[src/rtl/fetch_pkg.sv]
package fetch_pkg;

    // Controller states
    typedef enum logic [1:0] {
        FS_BOOT  = 2'd0,
        FS_FETCH = 2'd1,
        FS_DRAIN = 2'd2
    } fetch_state_e;

    // Program counter operation
    typedef enum logic [1:0] {
        PC_HOLD = 2'd0,
        PC_STEP = 2'd1,
        PC_LOAD = 2'd2
    } pc_op_e;

    // Pipeline register operation
    typedef enum logic [1:0] {
        PIPE_KEEP = 2'd0,
        PIPE_FILL = 2'd1,
        PIPE_KILL = 2'd2
    } pipe_op_e;

endpackage

[src/rtl/fetch_ctrl.sv]
module fetch_ctrl
    import fetch_pkg::*;
(
    input  logic         clk,
    input  logic         rst,
    input  logic         br_taken,
    input  logic         pc_we,
    input  logic         ird_err,
    input  logic         ird_valid,
    output fetch_state_e state_o,
    output pc_op_e       pc_op_o,
    output pipe_op_e     pipe_op_o,
    output logic         req_en_o
);

    fetch_state_e state_q;
    fetch_state_e state_d;
    logic         resp;

    assign resp = ird_valid | ird_err;

    // State register
    always_ff @(posedge clk) begin
        if (rst) begin
            state_q <= FS_BOOT;
        end else begin
            state_q <= state_d;
        end
    end

    // Next state and datapath commands
    // Priority: branch > stall > error > data
    always_comb begin
        state_d   = state_q;
        pc_op_o   = PC_HOLD;
        pipe_op_o = PIPE_KEEP;
        unique case (state_q)
            FS_BOOT: begin
                // no request outstanding yet
                state_d = FS_FETCH;
                if (br_taken) begin
                    pc_op_o   = PC_LOAD;
                    pipe_op_o = PIPE_KILL;
                end
            end
            FS_FETCH: begin
                if (br_taken) begin
                    pc_op_o   = PC_LOAD;
                    pipe_op_o = PIPE_KILL;
                    state_d   = resp ? FS_FETCH : FS_DRAIN;
                end else if (!pc_we) begin
                    state_d = FS_FETCH;
                end else if (ird_err) begin
                    pipe_op_o = PIPE_KILL;
                    state_d   = FS_FETCH;
                end else if (ird_valid) begin
                    pc_op_o   = PC_STEP;
                    pipe_op_o = PIPE_FILL;
                    state_d   = FS_FETCH;
                end else begin
                    state_d = FS_FETCH;
                end
            end
            FS_DRAIN: begin
                // the stale response is discarded
                if (br_taken) begin
                    pc_op_o   = PC_LOAD;
                    pipe_op_o = PIPE_KILL;
                end
                state_d = resp ? FS_FETCH : FS_DRAIN;
            end
            default: begin
                state_d = FS_BOOT;
            end
        endcase
    end

    assign state_o  = state_q;
    assign req_en_o = (state_q != FS_BOOT);

endmodule

[src/rtl/fetch_pc_reg.sv]
module fetch_pc_reg
    import fetch_pkg::*;
#(
    parameter int                XLEN      = 32,
    parameter logic [XLEN-1:0]   BOOT_ADDR = '0,
    localparam int               PCW       = XLEN - 2
) (
    input  logic           clk,
    input  logic           rst,
    input  pc_op_e         op,
    input  logic [PCW-1:0] target_word,
    output logic [PCW-1:0] pc_word
);

    logic [PCW-1:0] pc_q;

    always_ff @(posedge clk) begin
        if (rst) begin
            pc_q <= BOOT_ADDR[XLEN-1:2];
        end else begin
            case (op)
                PC_STEP: pc_q <= pc_q + PCW'(1);
                PC_LOAD: pc_q <= target_word;
                default: pc_q <= pc_q;
            endcase
        end
    end

    assign pc_word = pc_q;

endmodule

[src/rtl/fetch_pipe_reg.sv]
module fetch_pipe_reg
    import fetch_pkg::*;
#(
    parameter int  XLEN = 32,
    parameter int  ILEN = 32,
    localparam int PCW  = XLEN - 2
) (
    input  logic            clk,
    input  logic            rst,
    input  pipe_op_e        op,
    input  logic [ILEN-1:0] word_i,
    input  logic [PCW-1:0]  pc_word_i,
    output logic [ILEN-1:0] instr_o,
    output logic [XLEN-1:0] pc_o,
    output logic            flush_o
);

    logic [ILEN-1:0] instr_q;
    logic [PCW-1:0]  pcw_q;
    logic            flush_q;

    always_ff @(posedge clk) begin
        if (rst) begin
            instr_q <= '0;
            pcw_q   <= '0;
            flush_q <= 1'b1;
        end else begin
            case (op)
                PIPE_FILL: begin
                    instr_q <= word_i;
                    pcw_q   <= pc_word_i;
                    flush_q <= 1'b0;
                end
                PIPE_KILL: begin
                    flush_q <= 1'b1;
                end
                default: begin
                    flush_q <= flush_q;
                end
            endcase
        end
    end

    assign instr_o = instr_q;
    assign pc_o    = {pcw_q, 2'b00};
    assign flush_o = flush_q;

endmodule

[src/rtl/fetch_unit.sv]
module fetch_unit
    import fetch_pkg::*;
#(
    parameter int              XLEN      = 32,
    parameter int              ILEN      = 32,
    parameter logic [XLEN-1:0] BOOT_ADDR = '0
) (
    input  logic            clk,
    input  logic            rst,
    input  logic            br_taken,
    input  logic [XLEN-1:0] br_target,
    input  logic            pc_we,
    input  logic            ird_err,
    input  logic            ird_valid,
    input  logic [ILEN-1:0] ird_data,
    output logic [XLEN-1:0] fetch_addr,
    output logic            ird_en,
    output logic [ILEN-1:0] instr_out,
    output logic [XLEN-1:0] instr_pc,
    output logic            flush_out
);

    localparam int PCW = XLEN - 2;

    fetch_state_e   ctrl_state;
    pc_op_e         pc_op;
    pipe_op_e       pipe_op;
    logic [PCW-1:0] pc_word;
    logic           unused_tgt_bits;

    assign unused_tgt_bits = ^br_target[1:0];

    fetch_ctrl u_ctrl (
        .clk       (clk),
        .rst       (rst),
        .br_taken  (br_taken),
        .pc_we     (pc_we),
        .ird_err   (ird_err),
        .ird_valid (ird_valid),
        .state_o   (ctrl_state),
        .pc_op_o   (pc_op),
        .pipe_op_o (pipe_op),
        .req_en_o  (ird_en)
    );

    fetch_pc_reg #(
        .XLEN      (XLEN),
        .BOOT_ADDR (BOOT_ADDR)
    ) u_pc (
        .clk         (clk),
        .rst         (rst),
        .op          (pc_op),
        .target_word (br_target[XLEN-1:2]),
        .pc_word     (pc_word)
    );

    fetch_pipe_reg #(
        .XLEN (XLEN),
        .ILEN (ILEN)
    ) u_pipe (
        .clk       (clk),
        .rst       (rst),
        .op        (pipe_op),
        .word_i    (ird_data),
        .pc_word_i (pc_word),
        .instr_o   (instr_out),
        .pc_o      (instr_pc),
        .flush_o   (flush_out)
    );

    assign fetch_addr = {pc_word, 2'b00};

endmodule

[config.mk]
export PLATFORM = sky130hd
export DESIGN_NAME = fetch_unit
export DESIGN_NICKNAME = d
export VERILOG_FILES = /design/src/rtl/fetch_pkg.sv /design/src/rtl/fetch_ctrl.sv /design/src/rtl/fetch_pc_reg.sv /design/src/rtl/fetch_pipe_reg.sv /design/src/rtl/fetch_unit.sv
export SDC_FILE = /design/constraint.sdc
export NUM_CORES = 1
export LEC_CHECK = 0
export ABC_AREA = 0
export BUFFER_PORTS_ARGS = -buffer_cell sky130_fd_sc_hd__buf_2
export CORE_ASPECT_RATIO = 0.9
export CORE_UTILIZATION = 45
export DETAILED_ROUTE_END_ITERATION = 6
export PLACE_DENSITY = 0.72
export SLEW_MARGIN = 10
export SYNTH_ARGS = -nofsm -noshare
export SYNTH_HDL_FRONTEND = slang
export SYNTH_SLANG_ARGS = --single-unit
export TNS_END_PERCENT = 30
[constraint.sdc]
create_clock -name clk -period 3.5 [get_ports clk]
set_input_delay 0.7 -clock clk [delete_from_list [all_inputs] [get_ports clk]]
set_output_delay 0.7 -clock clk [all_outputs]
set_load 0.05 [all_outputs]
==> implementation parameters, run 1 <==
Parameter                              Value

Logic synthesis
  Fraction of registers with async set/reset    0%
  Total of flip-flops plus latches after synthesis    95
  Multiplexer share of the synthesized area    ~15%
  Synth Area in Compound Gates    about 15%
  Number of enable flip-flop cells after synthesis    0
  Summed instance area of the synthesized netlist    4290 µm²
  Post-synthesis xor/xnor area fraction    0%
  Post-synthesis adder-cell area fraction    between 1 and 1.5%
  Proportion of synthesized chip area in sequential cells    ~44%
  Distinct cell type count after synthesis    57
  Yosys top cell by area    dfxtp_1
  Largest family of logic cells by synthesized area    simple AND/OR/NAND/NOR gates
  Area share of and/or/nand/nor cells after synthesis    18.9%
  Top cells by area, synth    dfxtp_1, mux2i_1, nor2_1
  Top FF cell, synth    dfxtp_1
  Cell count after synthesis    489
  Synthesized area per cell    between 8 and 9 µm²
  Count of yosys warnings during synthesis    0
  Fraction of post-synthesis cell area in the top cell type by area    44.4%

Power
  Cell internal pwr    1560 µW
  Logic pwr share    between 10% and 20%
  Net switching power    648 µW
  Part of the total power dissipated in the clock network    33.1%
  Sequential share of power    about 52%
  Leakage    about 0.0023 µW
  Pwr Density    410 nW/µm²
  Net Sw Frac    29.4%
  Largest vdd supply drop    0.299 mV

STA
  Final Hold Violating Endpoints    0
  Unrepaired setup endpoints after global routing    no
  Smallest hold slack    464 ps
  Transition time of the tightest slew-check pin    968 ps
  Max Clock Freq    0.393 GHz
  Rel. slew slack    35.5%
  Final min period    approximately 2500 ps
  Final worst clock skew    4.55 ps
  Number of pins with negative max-slew slack in the final report    0
  Number of endpoints failing setup at the final stage    0
  Period utilisation layout    72.6%
  Final setup TNS    0 ps

Floorplan
  Die span in y    ~95 µm
  Full die area    between 9000 and 10,000 µm²
  Starting utilization of the core area    a little under half
  Count of boundary I/O pins    168
  Cell Rows    33
  Core ar.    between 9000 and 10,000 µm²
  Chip Width    about 100 µm

Detailed routing
  Final Routed Wirelength    11.0 mm
  Vias after detailed routing    4,095
  Average wire per standard cell    14.5 µm
  Antenna viol nets, final    0
  DRC Markers    0
  Drt initial violations    172
  Average via count per standard cell    5.39
  Number of iterations in the first detailed-routing pass    4

Final layout
  Sequential cell area    1900 µm²
  Filler cell count    roughly 860
  Number of nets in the layout    708
  Total inserted antenna cells    0
  Layout-stage area growth over the synthesis result    25.4%
  Most common cell after layout, fill and taps aside    buf_2
  Layout cells sized above 1    30.7%
  Leading cell types in the layout, fill and taps excluded    buf_2, dfxtp_1, nor2_1
  Area of the multi-input gates    2190 µm²

Worst setup path
  Startpoint types    flop
  Cell count of the worst reg-to-reg path    6
  Path type of the worst setup path    flop to flop
  CP max stage delay    590 ps
  Setup slack of the worst register-to-register path    960 ps
  Critical path peak fanout    8
  Nature of the critical path endpoint    flop
  Worst-path cell chain    ha_1 -> nand3_2 -> or2_1 -> or4_4 -> or4_1 -> a31oi_1
  Worst path slowest cell    or4_4
  Capturing point of the worst reg2reg path    u_pc.pc_word[26]$_SDFFE_PP0P_
  Source of the worst register-to-register timing path    u_pc.pc_word[0]$_SDFFE_PP0P_
  Data arrival, critical path    between 2000 and 3000 ps
  WP data required    3780 ps

Clock network
  Skew-Pair Late Insertion Delay    360 ps
  Post-CTS Hold Fix Bufs    0
  Post-cts sizing count    0
  Clock slew at the register clock pins of the worst setup and hold paths    90 ps
  Cell chosen for the clock root    clkbuf_8
  Buffers inserted by post-CTS timing repair    0
  Clock tree from TritonCTS    built
  Clock sink count    95
  Cts bufs inserted    9
  Maximum root-to-sink buffer count    2
  Maximum level of the CTS H-tree    3

Min path
  Path type of the worst min-delay path    flop to flop
  Origin of the worst min-delay path    u_pipe.flush_o$_SDFFE_PP1P_
  Endpoint, Worst Hold    u_pipe.flush_o$_SDFFE_PP1P_
  Hold Crit Depth    1

Run status
  Outcome    complete, no violations

Place
  Final weighted congestion in routability-driven placement    0.864
  DPL Wire Length    7.81 mm
  Number of port buffers    161

Global routing
  Overflow after GRT    0
  Pin count of the biggest net entering global routing    97
  Number of global-route vias before repair    3,850
  Overall Global Routing Usage    22.3%
  Number of antenna violations at the first check in global routing    1
  First-pass GRT wire length    18.0 mm

Run
  MaxCap Viol Count    0
-- metrics by stage --
step | std cells | setup slack (ps) | instance area [µm²] | power, µW | util, %
3_5_place_dp | 745 | 599 | 5180 | 1500 | 56.5
6_report | 760 | 958 | 5380 | 2210 | 58.6
2_1_floorplan | 492 | 848 | 4300 | 1400 | -
3_3_place_gp | 745 | 669 | 5180 | 1490 | 56.5
5_1_grt | 760 | 771 | 5380 | 2290 | 58.6
4_1_cts | 760 | 964 | 5380 | 2220 | 58.6
-- metal layers --
| layer | up-vias | global-route usage, % | share of wire [%] |
|---|---|---|---|
| li1 | 2019 | - | - |
| met1 | 1917 | 26.6 | 44 |
| met2 | 145 | 38.7 | 47 |
| met3 | 12 | 6.76 | 7.5 |
| met4 | 2 | 7.39 | 1.1 |
| met5 | - | 0 | 0.072 |
-- state kept, by name (all words and copies together), names as in the netlist --
name            flops
u_pipe.instr_o     32
u_ctrl.state_o      2
u_pipe.pcw_q       30
u_pipe.flush_o      1
u_pc.pc_word       30
-- power groups by stage --
| stage | Combinational [µW] | Sequential, µW | Clock (µW) |
|---|---|---|---|
| 2_1_floorplan | 140 | 1260 | 0 |
| 3_3_place_gp | 317 | 1180 | 0 |
| 3_5_place_dp | 322 | 1180 | 0 |
| 4_1_cts | 323 | 1150 | 747 |
| 5_1_grt | 348 | 1160 | 780 |
| 6_report | 322 | 1150 | 730 |
-- worst max-delay path by stage --
stage          slack (ps)  depth (start not counted)                         start                            end
6_report              960                          6  u_pc.pc_word[0]$_SDFFE_PP0P_  u_pc.pc_word[26]$_SDFFE_PP0P_
3_5_place_dp          600                          9                       ird_err  u_pc.pc_word[26]$_SDFFE_PP0P_
2_1_floorplan         850                          6  u_pc.pc_word[0]$_SDFFE_PP0P_  u_pc.pc_word[26]$_SDFFE_PP0P_
4_1_cts               960                          6  u_pc.pc_word[0]$_SDFFE_PP0P_  u_pc.pc_word[26]$_SDFFE_PP0P_
3_3_place_gp          670                          9                       ird_err  u_pc.pc_word[26]$_SDFFE_PP0P_
5_1_grt               770                          9                       ird_err  u_pc.pc_word[26]$_SDFFE_PP0P_
-- cell usage after synthesis, drive strengths merged (7+ instances only) --
master and n:
a21oi 26, a22oi 8, a31oi 15, buf 11, clkbuf 28, dfxtp 95
inv 13, mux2i 64, nand2 21, nand3 18, nor2 85, nor3 11
o21ai 20, or3 7
-- critical path, delay by kind of cell, from the launching register on --
kind / cells / cell delay (ps)
compound gates: 1 / 160
simple gates: 4 / 1540
flops: 1 / 490
fa+ha+maj: 1 / 290
-- cell type report --
class,count,area share [%]
inverters,13,0.908
well taps,122,2.84
clock buffers,10,2.56
clock inverters,5,1.09
repair buffers,170,16.5
multi-input cells,345,40.7
flip-flops and latches,95,35.4
-- cells by family after synthesis --
kind of cell,after synthesis
and+or+nand+nor,172
AOI/OAI and AO/OA,100
DFF,95
muxes,65
buffers and inverters,52
adders and majority gates,4
other,1
Note: power is estimated with default switching activity, not from simulation.
==> run 2: changes to the inputs <==
==> constraint.sdc (replaced) <==
create_clock -name clk -period 2.4 [get_ports clk]
set_input_delay 0.48 -clock clk [delete_from_list [all_inputs] [get_ports clk]]
set_output_delay 0.48 -clock clk [all_outputs]
set_load 0.05 [all_outputs]
==> implementation parameters, run 2 (synthesis results as in run 1) <==
Parameter                              Value

Run status
  Outcome    complete, no violations

STA
  Final worst clock skew    6.28 ps (+1.72 ps)
  Final min period    2290 ps (-257 ps)
  Number of endpoints failing setup at the final stage    0 (unchanged)
  Number of pins with negative max-slew slack in the final report    0 (unchanged)
  Final Hold Violating Endpoints    0 (unchanged)
  Unrepaired setup endpoints after global routing    no
  Period utilisation layout    95.2% (+23 points)
  Transition time of the tightest slew-check pin    542 ps (-426 ps)
  Smallest hold slack    312 ps (-152 ps)
  Rel. slew slack    63.6% (+28 points)
  Fin worst setup slack    115 ps (-843 ps)
  Max Clock Freq    0.438 GHz (+11%)

Clock network
  Maximum root-to-sink buffer count    2 (unchanged)
  Maximum level of the CTS H-tree    3 (unchanged)
  Buffers inserted by post-CTS timing repair    0 (unchanged)
  Cts bufs inserted    9 (unchanged)
  Clock slew at the register clock pins of the worst setup and hold paths    90 ps (about the same)
  Clock tree from TritonCTS    built
  Skew-Pair Late Insertion Delay    360 ps (about the same)
  Clock sink count    95 (unchanged)
  Cell chosen for the clock root    clkbuf_8

Final layout
  Max FFs per register    32 (unchanged)
  Layout-stage area growth over the synthesis result    30.1%
  Final standard cell count with taps included and fillers excluded    783 (+3.0%)
  Filler cell count    851 (-0.82%)
  Leading cell types in the layout, fill and taps excluded    buf_2, dfxtp_1, nor2_1
  Number of nets in the layout    730 (+3.1%)
  Layout cells sized above 1    34.0% (+3.3 points)
  Most common cell after layout, fill and taps aside    buf_2
  Total inserted antenna cells    0 (unchanged)
  Design Area, Final    5570 µm² (+3.7%)

Floorplan
  Chip Width    105 µm (unchanged)
  Count of boundary I/O pins    168 (unchanged)
  Starting utilization of the core area    46.8% (unchanged)
  Cell Rows    33 (unchanged)
  Die span in y    94.6 µm (unchanged)
  Core ar.    9170 µm² (unchanged)
  Full die area    9920 µm² (unchanged)

Global routing
  First-pass GRT wire length    18.2 mm (+1.2%)
  Number of antenna violations at the first check in global routing    0 (-1)
  Overflow after GRT    0 (unchanged)
  Number of global-route vias before repair    3,757 (-2.4%)
  Overall Global Routing Usage    23.0% (+0.71 points)
  Pin count of the biggest net entering global routing    42 (-57%)

Place
  Placed cells    767 (+3.0%)
  Worst setup timing slack at the placement stage    -9.99 ps (-609 ps)
  Final weighted congestion in routability-driven placement    0.880 (+1.8%)
  Number of port buffers    161 (unchanged)
  Cell area reported after detailed placement    5380 µm² (+3.9%)
  DPL Wire Length    8.44 mm (+8.0%)

Detailed routing
  DRC Markers    0 (unchanged)
  Average wire per standard cell    14.9 µm (+2.5%)
  Final Routed Wirelength    11.7 mm (+5.6%)
  Vias after detailed routing    4,188 (+2.3%)
  Antenna viol nets, final    0 (unchanged)
  Wire length on met3    840 µm (+1.6%)
  Top sig layer    met4
  Number of iterations in the first detailed-routing pass    4 (unchanged)
  Average via count per standard cell    5.35 (-0.73%)
  Drt initial violations    152 (-12%)
  Sum of met2 wire segment lengths after detailed routing    5.64 mm (+7.8%)
  Wl on met1    5.08 mm (+4.7%)

Power
  Pwr Density    580 nW/µm² (+41%)
  Post-layout power    3230 µW (+47%)
  Leakage    0.00239 µW (+4.9%)
  Largest vdd supply drop    0.282 mV (-5.6%)

Worst setup path
  Path type of the worst setup path    flop to flop
  Startpoint types    flop
  Critical path peak fanout    7 (-1)
  Nature of the critical path endpoint    flop
  Data arrival, critical path    2570 ps (-250 ps)
  WP data required    2690 ps (-1090 ps)

Run
  MaxCap Viol Count    0 (unchanged)

Min path
  Path type of the worst min-delay path    primary input to flop
==> run 2: power breakdown <==
group	total (µW)	leakage [µW]	switching, µW	internal (µW)
sequential	1670	0.000774	54.8	1620
combinational	514	0.00153	341	173
clock	1050	0.0000876	569	478
==> run 2: worst max-delay path, cell delays in order, from the launching register on <==
cell and delay, ps:
dfxtp_4 390, ha_2 220, nand3_2 100, or2_1 270, or4_4 590, or4_1 480
a31oi_1 160
==> run 2: path summary, 6_finish.rpt <==
check                                                   from                       endpoint  slack, ps  cells after the start
worst max-delay path            u_pc.pc_word[1]$_SDFFE_PP0P_  u_pc.pc_word[26]$_SDFFE_PP0P_        110                      6
worst min-delay path                               ird_valid   u_ctrl.state_o[1]$_SDFF_PP0_        310                      2
worst max register to register  u_pc.pc_word[1]$_SDFFE_PP0P_  u_pc.pc_word[26]$_SDFFE_PP0P_        110                      6
worst min register to register   u_pipe.flush_o$_SDFFE_PP1P_    u_pipe.flush_o$_SDFFE_PP1P_        470                      1
==> run 2: layout make-up <==
| cell class | count | area (µm²) | share of cell area (%) |
|---|---|---|---|
| clock buffers | 10 | 128 | 2.29 |
| clock inverters | 6 | 61.3 | 1.10 |
| inverters | 13 | 48.8 | 0.875 |
| multi-input cells | 345 | 2190 | 39.3 |
| flip-flops and latches | 95 | 1920 | 34.4 |
| well taps | 122 | 153 | 2.74 |
| repair buffers | 192 | 1080 | 19.3 |
==> run 2: repair_timing <==
action	in CTS	in global routing
hold buffers	0	0
endpoints found under the hold margin	0	0
resized for setup	0	2
endpoints found under the setup margin	0	1
==> run 2: per-stage QoR <==
step / setup TNS [ps] / util [%]
detailed placement: -9.99 / 58.7
floorplan: 0 / -
finish: 0 / 60.8
global placement: 0 / 58.7
global route: 0 / 60.8
CTS: 0 / 60.8
==> run 2: routing by layer <==
| layer | GRT usage, % | up-vias |
|---|---|---|
| met3 | 6.49 | 8 |
| met4 | 5.16 | 0 |
| li1 | - | 2061 |
| met2 | 39.5 | 167 |
| met5 | 0 | - |
| met1 | 29.0 | 1952 |
==> run 3: changes to the inputs <==
--- a/config.mk
+++ b/config.mk
@@ -7,10 +7,11 @@
 export LEC_CHECK = 0
 export ABC_AREA = 0
 export BUFFER_PORTS_ARGS = -buffer_cell sky130_fd_sc_hd__buf_2
+export CAP_MARGIN = 25
 export CORE_ASPECT_RATIO = 0.9
-export CORE_UTILIZATION = 45
+export CORE_UTILIZATION = 49
 export DETAILED_ROUTE_END_ITERATION = 6
-export PLACE_DENSITY = 0.72
+export PLACE_DENSITY = 0.77
 export SLEW_MARGIN = 10
 export SYNTH_ARGS = -nofsm -noshare
 export SYNTH_HDL_FRONTEND = slang
==> implementation parameters, run 3 (synthesis results as in run 1) <==
Parameter                              Value

Min path
  Path type of the worst min-delay path    primary input to flop

Floorplan
  Chip Width    101 µm (-4.1%)
  Die span in y    90.7 µm (-4.1%)
  Starting utilization of the core area    51.9% (+5.1 points)
  Count of boundary I/O pins    168 (unchanged)
  Core ar.    8260 µm² (-9.9%)
  Full die area    9120 µm² (-8.0%)
  Cell Rows    31 (-6.1%)

Global routing
  Number of global-route vias before repair    3,905 (+3.9%)
  Overflow after GRT    0 (unchanged)
  Overall Global Routing Usage    24.9% (+1.9 points)
  Number of antenna violations at the first check in global routing    0 (unchanged)
  First-pass GRT wire length    18.2 mm (-0.22%)
  Pin count of the biggest net entering global routing    41 (-2.4%)

Worst setup path
  Critical path peak fanout    8 (+1)
  Data arrival, critical path    2580 ps (about the same)
  Worst-path cell chain    ha_2 -> nand3_2 -> or2_1 -> or4_4 -> or4_1 -> a31oi_1
  Setup slack of the worst register-to-register path    110 ps (about the same)
  Dominant delay contributor by cell family on the critical path    simple AND/OR/NAND/NOR gates
  CP max stage delay    590 ps (about the same)
  Startpoint types    flop
  Path type of the worst setup path    flop to flop
  Worst path slowest cell    or4_4
  Nature of the critical path endpoint    flop
  Buf+Inv Stages, Crit Path    0 (unchanged)
  WP data required    2690 ps (about the same)

Power
  Cell internal pwr    2190 µW (-3.5%)
  Leakage    0.00239 µW (about the same)
  Net Sw Frac    31.3% (+1.4 points)
  Largest vdd supply drop    0.434 mV (+54%)
  Pwr Density    575 nW/µm² (-0.92%)
  Sequential share of power    52.7% (+1.0 points)
  Logic pwr share    15.9% (about the same)
  Net switching power    996 µW (+3.3%)
  Part of the total power dissipated in the clock network    31.3% (-1.1 points)

STA
  Transition time of the tightest slew-check pin    755 ps (+213 ps)
  Rel. slew slack    49.6% (-14 points)
  Final Hold Violating Endpoints    0 (unchanged)
  Number of endpoints failing setup at the final stage    0 (unchanged)
  Final min period    2290 ps (+9.87 ps)
  Number of pins with negative max-slew slack in the final report    0 (unchanged)
  Final worst clock skew    10.3 ps (+4.00 ps)
  Period utilisation layout    95.6% (+0.41 points)
  Unrepaired setup endpoints after global routing    yes
  Max Clock Freq    0.436 GHz (-0.43%)

Detailed routing
  Vias after detailed routing    4,248 (+1.4%)
  Number of iterations in the first detailed-routing pass    7 (+3)
  Drt initial violations    250 (+64%)
  Average wire per standard cell    14.8 µm (-0.53%)
  DRC Markers    0 (unchanged)
  Average via count per standard cell    5.50 (+2.7%)
  Final Routed Wirelength    11.4 mm (-1.8%)
  Antenna viol nets, final    0 (unchanged)

Final layout
  Max FFs per register    32 (unchanged)
  Layout cells sized above 1    34.2% (+0.16 points)
  Leading cell types in the layout, fill and taps excluded    buf_2, dfxtp_1, nor2_1
  Util after Layout    67.1% (+6.3 points)
  Final standard cell count with taps included and fillers excluded    773 (-1.3%)
  Number of nets in the layout    727 (-0.41%)
  Total inserted antenna cells    0 (unchanged)
  Layout-stage area growth over the synthesis result    29.3%
  Design Area, Final    5540 µm² (-0.56%)
  Most common cell after layout, fill and taps aside    buf_2

Clock network
  Clock sink count    95 (unchanged)
  Maximum root-to-sink buffer count    2 (unchanged)
  Skew-Pair Late Insertion Delay    370 ps (about the same)
  Clock slew at the register clock pins of the worst setup and hold paths    100 ps (about the same)
  Maximum level of the CTS H-tree    3 (unchanged)
  Buffers inserted by post-CTS timing repair    0 (unchanged)
  Cell chosen for the clock root    clkbuf_8
  Cts bufs inserted    9 (unchanged)
  Post-CTS Hold Fix Bufs    0 (unchanged)
  Clock tree from TritonCTS    built

Place
  Number of port buffers    161 (unchanged)
  DPL Wire Length    8.32 mm (-1.4%)
  Placed cells    757 (-1.3%)
  Cell area reported after detailed placement    5350 µm² (-0.58%)
  Final weighted congestion in routability-driven placement    0.860 (-2.2%)

Run
  MaxCap Viol Count    0 (unchanged)

Run status
  Outcome    complete, no violations
## run 3: cell types whose count changed in the layout (fill, tap and decap cells not counted), sizes merged
cell | previous run | this run
bufinv | 1 | 0
buf | 192 | 189
clkinvlp | 2 | 0
clkinv | 3 | 2
clkbuf | 10 | 9
inv | 13 | 18
## run 3: power by group through the flow
stage          registers [µW]  clock network, µW  logic (µW)
3_5_place_dp             1710                  0         501
2_1_floorplan            1840                  0         204
3_3_place_gp             1710                  0         491
4_1_cts                  1680               1020         504
6_report                 1680                998         507
5_1_grt                  1690               1080         542
## run 3: repair_timing
item	4_1_cts	5_1_grt
gates resized for setup	0	2
endpoints found under the hold margin	0	0
endpoints found under the setup margin	0	4
## run 3: final timing paths
path,from,cells past startpoint,to
setup / recovery,u_pc.pc_word[0]$_SDFFE_PP0P_,6,u_pc.pc_word[26]$_SDFFE_PP0P_
hold / removal,ird_valid,2,u_ctrl.state_o[1]$_SDFF_PP0_
setup reg to reg,u_pc.pc_word[0]$_SDFFE_PP0P_,6,u_pc.pc_word[26]$_SDFFE_PP0P_
hold reg to reg,u_pipe.flush_o$_SDFFE_PP1P_,1,u_pipe.flush_o$_SDFFE_PP1P_
## run 3: area by class of cell
cell class / instances / area [µm²]
Sequential cell: 95 / 1920
Timing Repair Buffer: 189 / 1050
Clock inverter: 7 / 60.1
Multi-Input combinational cell: 345 / 2200
Fill cell: 720 / 2720
Clock buffer: 9 / 124
Tap cell: 115 / 144
Inverter: 13 / 48.8
## run 3: metrics by stage
step | setup TNS (ps) | setup WS, ps | power [µW] | hold slack (ps)
final | 0 | 105 | 3180 | 309
after detailed placement | -131 | -65.3 | 2220 | 449
after global placement | -17.1 | -17.1 | 2200 | 440
after global routing | -8.97 | -7.74 | 3310 | 305
after CTS | 0 | 82.2 | 3200 | 292
after floorplan | 0 | 15.1 | 2040 | 555
## run 3: metal layers
metal / global-route usage, % / up-vias / routed length (µm)
met2: 42.6 / 180 / 5640
met3: 6.27 / 12 / 844
met4: 6.88 / 0 / 125
met5: 0 / - / 0
li1: - / 2059 / -
met1: 30.7 / 1997 / 4830
